**config.mk**
```make
export PLATFORM = sky130hd
export DESIGN_NAME = dma_thresh_ctrl
export DESIGN_NICKNAME = d
export VERILOG_FILES = /design/src/rtl/dma_thresh_pkg.sv /design/src/rtl/dma_thresh_cmp.sv /design/src/rtl/dma_irq_latch.sv /design/src/rtl/dma_ctrl_regs.sv /design/src/rtl/dma_thresh_ctrl.sv
export SDC_FILE = /design/constraint.sdc
export NUM_CORES = 1
export LEC_CHECK = 0
export BUFFER_PORTS_ARGS = -buffer_cell sky130_fd_sc_hd__buf_2
export CELL_PAD_IN_SITES_DETAIL_PLACEMENT = 1
export CELL_PAD_IN_SITES_GLOBAL_PLACEMENT = 2
export CORE_ASPECT_RATIO = 1.75
export CORE_MARGIN = 2
export CORE_UTILIZATION = 20
export CTS_CLUSTER_DIAMETER = 40
export CTS_CLUSTER_SIZE = 14
export DETAILED_ROUTE_END_ITERATION = 8
export GPL_ROUTABILITY_DRIVEN = 0
export GPL_TIMING_DRIVEN = 0
export PLACE_DENSITY_LB_ADDON = 0.3
export SLEW_MARGIN = 10
export SYNTH_ARGS = -nofsm -noshare
export SYNTH_HDL_FRONTEND = slang
export SYNTH_SLANG_ARGS = --single-unit
```
**constraint.sdc**
```tcl
create_clock -name clk -period 1.5 [get_ports clk]
set_input_delay 0.15 -clock clk [delete_from_list [all_inputs] [get_ports clk]]
set_output_delay 0.15 -clock clk [all_outputs]
set_load 0.05 [all_outputs]
```
**src/rtl/dma_thresh_pkg.sv**
```systemverilog
package dma_thresh_pkg;
  localparam int unsigned WORD_W = 32;

  // control word field positions
  localparam int unsigned FILL_LSB  = 28;
  localparam int unsigned DRAIN_LSB = 24;
  localparam int unsigned NEMPTY_B  = 19;
  localparam int unsigned IRQF_B    = 18;
  localparam int unsigned ACTIVE_B  = 16;
  localparam int unsigned DRST_B    = 15;
  localparam int unsigned ODIS_B    = 14;
  localparam int unsigned IRQEN_B   = 11;

  typedef logic [2:0] thr_code_t;

  typedef struct packed {
    thr_code_t fill_code;
    thr_code_t drain_code;
    logic      dev_rst;
    logic      out_dis;
    logic      irq_en;
  } ctl_t;

  // number of eighths selected by a code; code 7 aliases code 6
  function automatic int unsigned code_eighths(thr_code_t c);
    return (c == 3'd7) ? 1 : (7 - int'(c));
  endfunction

  function automatic logic [31:0] frac_limit(int unsigned depth, thr_code_t c);
    return 32'((depth / 8) * code_eighths(c));
  endfunction
endpackage

```
**src/rtl/dma_thresh_cmp.sv**
```systemverilog
module dma_thresh_cmp
  import dma_thresh_pkg::*;
#(
  parameter int unsigned DEPTH = 64,
  parameter bit          DRAIN = 1'b0,
  localparam int unsigned LW   = $clog2(DEPTH + 1)
) (
  input  logic          clk,
  input  logic          rst,
  input  logic          gate,
  input  thr_code_t     code,
  input  logic [LW-1:0] level,
  output logic          req
);
  logic [31:0] measure;
  logic [31:0] limit;

  generate
    if (DRAIN) begin : g_free
      always_comb measure = 32'(DEPTH) - 32'(level);
    end else begin : g_fill
      always_comb measure = 32'(level);
    end
  endgenerate

  always_comb limit = frac_limit(DEPTH, code);

  always_ff @(posedge clk) begin
    if (rst) req <= 1'b0;
    else     req <= gate && (measure >= limit);
  end
endmodule

```
**src/rtl/dma_irq_latch.sv**
```systemverilog
module dma_irq_latch (
  input  logic clk,
  input  logic rst,
  input  logic dev_irq,
  input  logic clr_wr,
  input  logic irq_en,
  output logic flag,
  output logic host_irq
);
  logic line_q;
  logic rise;

  always_comb rise = dev_irq && !line_q;

  always_ff @(posedge clk) begin
    if (rst) begin
      line_q   <= 1'b0;
      flag     <= 1'b0;
      host_irq <= 1'b0;
    end else begin
      line_q   <= dev_irq;
      // a new edge wins over a clearing write; a low line always clears
      flag     <= dev_irq && (rise || (flag && !clr_wr));
      host_irq <= flag && irq_en;
    end
  end
endmodule

```
**src/rtl/dma_ctrl_regs.sv**
```systemverilog
module dma_ctrl_regs
  import dma_thresh_pkg::*;
(
  input  logic              clk,
  input  logic              rst,
  input  logic              reg_wr,
  input  logic [WORD_W-1:0] reg_wdata,
  input  logic              not_empty,
  input  logic              irq_flag,
  input  logic              dma_active,
  output ctl_t              ctl,
  output logic              dev_reset_n,
  output logic [WORD_W-1:0] reg_rdata
);
  ctl_t              ctl_q;
  logic [WORD_W-1:0] word;

  always_ff @(posedge clk) begin
    if (rst) begin
      ctl_q       <= '0;
      dev_reset_n <= 1'b1;
    end else if (reg_wr) begin
      ctl_q.fill_code  <= reg_wdata[FILL_LSB +: 3];
      ctl_q.drain_code <= reg_wdata[DRAIN_LSB +: 3];
      ctl_q.dev_rst    <= reg_wdata[DRST_B];
      ctl_q.out_dis    <= reg_wdata[ODIS_B];
      ctl_q.irq_en     <= reg_wdata[IRQEN_B];
      dev_reset_n      <= !reg_wdata[DRST_B];
    end
  end

  always_comb begin
    word                    = '0;
    word[FILL_LSB +: 3]     = ctl_q.fill_code;
    word[DRAIN_LSB +: 3]    = ctl_q.drain_code;
    word[NEMPTY_B]          = not_empty;
    word[IRQF_B]            = irq_flag;
    word[ACTIVE_B]          = dma_active;
    word[DRST_B]            = ctl_q.dev_rst;
    word[ODIS_B]            = ctl_q.out_dis;
    word[IRQEN_B]           = ctl_q.irq_en;
  end

  always_ff @(posedge clk) begin
    if (rst) reg_rdata <= '0;
    else     reg_rdata <= word;
  end

  assign ctl = ctl_q;
endmodule

```
**src/rtl/dma_thresh_ctrl.sv**
```systemverilog
module dma_thresh_ctrl
  import dma_thresh_pkg::*;
#(
  parameter int unsigned DEPTH = 64,
  localparam int unsigned LW   = $clog2(DEPTH + 1)
) (
  input  logic              clk,
  input  logic              rst,
  input  logic              reg_wr,
  input  logic [WORD_W-1:0] reg_wdata,
  output logic [WORD_W-1:0] reg_rdata,
  input  logic [LW-1:0]     fifo_level,
  input  logic              dir_to_mem,
  input  logic              dma_active,
  input  logic              dev_irq,
  output logic              wr_req,
  output logic              rd_req,
  output logic              host_irq,
  output logic              dev_reset_n,
  output logic              dev_out_dis
);
  ctl_t ctl;
  logic irq_flag;
  logic not_empty;
  logic wr_gate;
  logic rd_gate;

  always_comb begin
    not_empty = (fifo_level != '0);
    wr_gate   = dma_active && dir_to_mem;
    rd_gate   = dma_active && !dir_to_mem;
  end

  dma_ctrl_regs u_regs (
    .clk        (clk),
    .rst        (rst),
    .reg_wr     (reg_wr),
    .reg_wdata  (reg_wdata),
    .not_empty  (not_empty),
    .irq_flag   (irq_flag),
    .dma_active (dma_active),
    .ctl        (ctl),
    .dev_reset_n(dev_reset_n),
    .reg_rdata  (reg_rdata)
  );

  assign dev_out_dis = ctl.out_dis;

  dma_irq_latch u_irq (
    .clk     (clk),
    .rst     (rst),
    .dev_irq (dev_irq),
    .clr_wr  (reg_wr && reg_wdata[IRQF_B]),
    .irq_en  (ctl.irq_en),
    .flag    (irq_flag),
    .host_irq(host_irq)
  );

  dma_thresh_cmp #(.DEPTH(DEPTH), .DRAIN(1'b0)) u_fill (
    .clk  (clk),
    .rst  (rst),
    .gate (wr_gate),
    .code (ctl.fill_code),
    .level(fifo_level),
    .req  (wr_req)
  );

  dma_thresh_cmp #(.DEPTH(DEPTH), .DRAIN(1'b1)) u_drain (
    .clk  (clk),
    .rst  (rst),
    .gate (rd_gate),
    .code (ctl.drain_code),
    .level(fifo_level),
    .req  (rd_req)
  );
endmodule

```
==> run_results.csv, run 1 <==
group,metric,value,unit
status,outcome,"completed",
cells_and_area,regArea,541.8,um^2
min_path,holdCritPathClass,"in2reg",
synth,synth-async-reset-ratio,0,%
setup_path,critical_path.max_fanout,4,
synth,synth_seq_cells,27,
floorplanning,ios,82,
sta,post-route-period-util,97.37,%
sta,worst_slack,0.03941,ns
floorplanning,std_cell_rows,37,
route,routed_wl,2.482,mm
synth,yosys-top-cells-area,"dfxtp_1, buf_4, mux2i_1, ha_1, nor2b_1",
clocking,root_buffer,"clkbuf_8",
clocking,cts_tree,"yes",
synth,yosys.area.top_type_share,44.95,%
power,p_leak,0.0008244,uW
setup_path,critPathRequiredTime,1.66,ns
cells_and_area,antenna_cells,0,
synth,yosysMostFrequentCell,"dfxtp_1",
floorplanning,die_y,106.6,um
floorplanning,die_area,6672,um^2
global_route,grt_max_degree,16,
sta,max_freq,0.6847,GHz
route,routedWlPerCell,9.402,um
placement,hpwl,2.108,mm
sta,fin_crit,1.461,ns
route,highest_layer,"met4",
global_route,grt_pass1_vias,930,
route,dr_wl_met2,1.345,mm
cells_and_area,syn_to_final_growth,36.21,%
clocking,cts-buffers-inserted,3,
clocking,insertion_delay,0.27,ns
power,pwr_density_cell,953.3,nW/um^2
clocking,clock_sinks,27,
route,met1_length,896,um
cells_and_area,fillers,726,
floorplanning,core_area,5833,um^2
global_route,grt_pass1_wl,4.146,mm
sta,rsz0062_at_grt,"true",
synth,synth_edf_count,0,
synth,yosysUniqueCellTypes,27,
synth,synth_warnings,0,
route,vias,961,
global_route,grt_usage,7.921,%
setup_path,end_kind,"flop",
route,drc,0,
sta,maxSlewViolCount,0,
route,viasPerCell,3.640,
cells_and_area,finalNetCount,238,
sta,finClkSkew,0.004449,ns
setup_path,startpoint_type,"flop",
run,max-cap-violations,0,
synth,syn_area,1202,um^2
sta,hold_violations,0,
global_route,grt_antenna_before_repair,0,
synth,syn_area_per_cell,9.776,um^2
synth,synth_common_cells,"dfxtp_1, buf_4, nor2_1, nor2b_1",
clocking,clock_path_buffers,2,
setup_path,cp.arrival,1.62,ns
clocking,htreeDepth,1,
cells_and_area,multi_input_area,555.5,um^2
setup_path,worstSetupPathType,"reg2reg",
placement,io_buffers,39,
route,first_pass_iters,2,
power,ir_drop,0.0003136,V
global_route,grt.overflow.total,0,
synth,syn_inst,123,
synth,seq_area_frac_synth,44.95,%
route,drtIter0Drc,19,
route,final_antenna_net_count,0,
sta,final-setup-viol-count,0,
cells_and_area,drive_above_1_share,38.17,%
route,met3WireLength,200,um
cells_and_area,utilization,28.08,%
floorplanning,initial_core_util,20.61,%
clocking,cts.reportedPaths.clkPinSlew,0.09,ns
synth,synth_area_leader_cell,"dfxtp_1",
synth,synth_flop_cell,"dfxtp_1",
placement,place_ws,-0.3946,ns
floorplanning,fp.dieW,62.61,um
## critical path, cell delays in order, from the launching register on
cell       delay, ns
dfxtp_2         0.34
clkbuf_1        0.09
ha_1            0.29
nor2b_1         0.13
a311o_1         0.28
a21oi_2         0.15
a2111oi_2       0.08
## worst paths after layout
check,from,to,slack [ns],cells past startpoint
setup reg to reg,u_regs.ctl[4],u_drain.req,0.04,6
hold / removal,dir_to_mem,u_drain.req,0.06,2
setup / recovery,u_regs.ctl[4],u_drain.req,0.04,6
hold reg to reg,u_irq.line_q,u_irq.flag,0.42,1
## through the flow
stage | hold slack, ns | cell area [um^2] | setup TNS (ns) | power (uW) | std cells
final | 0.05976 | 1638 | 0 | 1561 | 264
after global routing | 0.06431 | 1638 | -0.04691 | 1647 | 264
after CTS | 0.06148 | 1638 | 0 | 1580 | 264
after detailed placement | 0.3579 | 1570 | -0.3946 | 1175 | 259
after global placement | 0.3532 | 1570 | -0.3588 | 1171 | 259
after floorplan | 0.2189 | 1277 | -0.08646 | 1090 | 142
## placed cells by master (no fill, tap or decap), types with 3 or more instances in the layout
cell,n
buf_2,38
dfxtp_1,26
buf_4,21
conb_1,20
nor2b_1,12
nor2_1,12
nand2_1,8
mux2i_1,8
ha_1,6
clkbuf_1,5
nand2b_1,3
clkbuf_8,3
## kinds of logic after synthesis
kind of cell	count (synthesis)	synth area share, %
AND/OR/NAND/NOR	40	18.21
other	1	0.3119
flip-flops	27	44.95
XOR/XNOR	4	2.914
adder cells (fa/ha/maj)	6	6.243
buffers and inverters	28	15.09
AO/OA/AOI/OAI	9	5.619
multiplexers	8	6.660
## sequential cells by signal, indices dropped and copies added, names as in the netlist
register,count
u_irq.host_irq,1
u_drain.req,1
u_irq.line_q,1
u_regs.ctl,9
u_regs.reg_rdata,12
u_irq.flag,1
u_regs.dev_reset_n,1
u_fill.req,1
## routing by layer
metal | GRT usage (%) | up-vias
met1 | 7.597 | 442
li1 | - | 479
met5 | 0 | -
met4 | 4.762 | 0
met2 | 14.75 | 38
met3 | 2.204 | 2
## cell type report
type | instances | area share, %
well taps | 78 | 5.959
plain buffers | 26 | 10.62
flip-flops and latches | 27 | 33.08
clock buffers | 3 | 2.521
inverters | 2 | 0.4584
multi-input cells | 87 | 33.92
repair buffers | 40 | 13.14
clock inverters | 1 | 0.3056
## power by group
group	switching, uW	leakage [uW]	total (uW)	internal [uW]
Clock	218	0.0000255	404	186
Combinational	264	0.000577	392	128
Sequential	15.3	0.000222	766	751
## what timing repair did
action | in CTS | in global routing
buffers inserted | 1 | 0
setup endpoints to repair | 1 | 1
cloned | 0 | 0
resized for setup | 5 | 0
pin swaps | 1 | 0
hold buffers | 0 | 0
Note: power is estimated with default switching activity, not from simulation.
==> run 2: changes to the inputs <==
CORE_ASPECT_RATIO = 0.6   (was 1.75)
==> run_results.csv, run 2 (synthesis results as in run 1) <==
group,metric,value,unit
sta,fin_hold_ws,0.06228,ns
floorplanning,ios,82,
route,viasPerCell,3.598,
run,max-cap-violations,0,
clocking,clock_path_buffers,2,
global_route,grt_max_degree,15,
sta,relSlewSlack,62.94,%
setup_path,path_buf_inv,1,
clocking,cts-buffers-inserted,3,
cells_and_area,layout_common_cells,"buf_2, dfxtp_1, buf_4",
setup_path,r2r_slack,-0.02,ns
power,ir_drop,0.0003382,V
route,first_pass_iters,2,
floorplanning,core_area,5675,um^2
sta,fin_crit,1.525,ns
cells_and_area,largest_reg_flops,12,
min_path,hold_start,"dir_to_mem",
global_route,grt_pass1_vias,961,
cells_and_area,largest-register,"u_regs.reg_rdata",
sta,post-route-period-util,101.7,%
setup_path,startpoint_type,"flop",
setup_path,reg2regPathDepth,6,
route,routed_wl,2.901,mm
placement,io_buffers,39,
cells_and_area,fillers,690,
floorplanning,std_cell_rows,21,
status,violations,"setup timing",
route,drc,0,
global_route,grt_pass1_wl,4.526,mm
status,outcome,"finished with violations",
sta,max_freq,0.6558,GHz
sta,rsz0062_at_grt,"true",
sta,maxSlewViolCount,0,
setup_path,critPathRequiredTime,1.65,ns
min_path,min_to,"u_drain.req",
floorplanning,fp.dieW,104.1,um
min_path,worstHoldPathCells,2,
min_path,holdCritPathClass,"in2reg",
setup_path,worstSetupPathType,"reg2reg",
setup_path,cp.arrival,1.68,ns
power,pwr_density_cell,969.1,nW/um^2
clocking,htreeDepth,1,
setup_path,reg2reg_to,"u_drain.req",
sta,hold_violations,0,
floorplanning,die_area,6669,um^2
power,p_leak,0.0008217,uW
cells_and_area,antenna_cells,0,
clocking,cts.reportedPaths.clkPinSlew,0.09,ns
setup_path,slowest_delay,0.34,ns
route,routedWlPerCell,10.91,um
power,power,1588,uW
cells_and_area,utilization,28.88,%
global_route,grt_antenna_before_repair,0,
global_route,grt.overflow.total,0,
cells_and_area,syn_to_final_growth,36.32,%
cells_and_area,drive_above_1_share,37.63,%
route,final_antenna_net_count,0,
clocking,cts_tree,"yes",
setup_path,timing.critical_path.cells,"clkbuf_1, ha_1, nor2b_1, a311o_1, a21oi_2, a2111oi_2",
floorplanning,initial_core_util,21.19,%
global_route,grt_usage,8.780,%
cells_and_area,mostFrequentLayoutCell,"buf_2",
floorplanning,die_y,64.06,um
sta,worstMarginPinSlew,0.5559,ns
placement,hpwl,2.396,mm
sta,finClkSkew,0.01113,ns
setup_path,crit_slowest_cell,"dfxtp_2",
cells_and_area,finalNetCount,238,
clocking,root_buffer,"clkbuf_8",
setup_path,r2r-start,"u_regs.ctl[4]",
cells_and_area,final_cell_area,1639,um^2
sta,final-setup-viol-count,1,
sta,worst_slack,-0.02490,ns
clocking,clock_sinks,27,
sta,fin_setup_tns,-0.02490,ns
placement,placed_cell_area,1573,um^2
setup_path,critical_path.max_fanout,4,
clocking,insertion_delay,0.28,ns
route,vias,957,
setup_path,critPathTopFamily,"compound AO/OA/AOI/OAI gates",
setup_path,end_kind,"flop",
route,drtIter0Drc,19,
==> run 2: changes by cell type in the layout (fill, tap and decap cells not counted) <==
cell,previous run,this run
clkbuf_1,5,6
clkinv_2,1,0
==> run 2: worst register-to-register path: cells and delay by family (launching register included) <==
family          cells  cell delay (ns)
fa+ha+maj           1             0.30
simple gates        1             0.14
flops               1             0.34
compound gates      3             0.54
buf+inv             1             0.09
==> run 2: how the worst max path moves through the flow <==
stage / start / to / cells after the start
final: u_regs.ctl[4] / u_drain.req / 6
after detailed placement: fifo_level[2] / u_drain.req / 8
after global routing: u_regs.ctl[4] / u_drain.req / 6
after CTS: fifo_level[3] / u_drain.req / 8
after global placement: fifo_level[2] / u_drain.req / 8
after floorplan: fifo_level[2] / u_drain.req / 7
==> run 2: where the power goes <==
group	internal [uW]	total, uW	switching (uW)
Combinational	129	398	270
Clock	191	422	232
Sequential	751	767	16.5
Total	1070	1590	518
==> run 2: final cells by class <==
type / instances / area, um^2 / area share [%]
Clock buffer: 4 / 45.04 / 2.748
Tap cell: 80 / 100.1 / 6.107
Inverter: 2 / 7.507 / 0.4580
Multi-Input combinational cell: 87 / 555.5 / 33.89
Sequential cell: 27 / 541.8 / 33.05
Timing Repair Buffer: 40 / 215.2 / 13.13
Buffer: 26 / 173.9 / 10.61
==> run 2: repair_timing <==
action,4_1_cts,5_1_grt
setup endpoints to repair,1,1
resized for setup,5,0
pin swaps,1,0
setup buffers,1,0
hold buffers,0,0
==> run 2: routing by layer <==
metal  track usage [%]  vias to the layer above  wire length, um
met5                 0                        -                0
met4             1.520                        0                9
met3             3.673                        2              184
met2             15.13                       32             1366
met1             10.44                      442             1340
li1                  -                      481                -
==> run 2: stage by stage <==
stage	setup slack, ns	std cells
global route	-0.09364	266
detailed placement	-0.4101	261
global placement	-0.3332	261
finish	-0.02490	266
floorplan	-0.08646	142
CTS	-0.04262	266
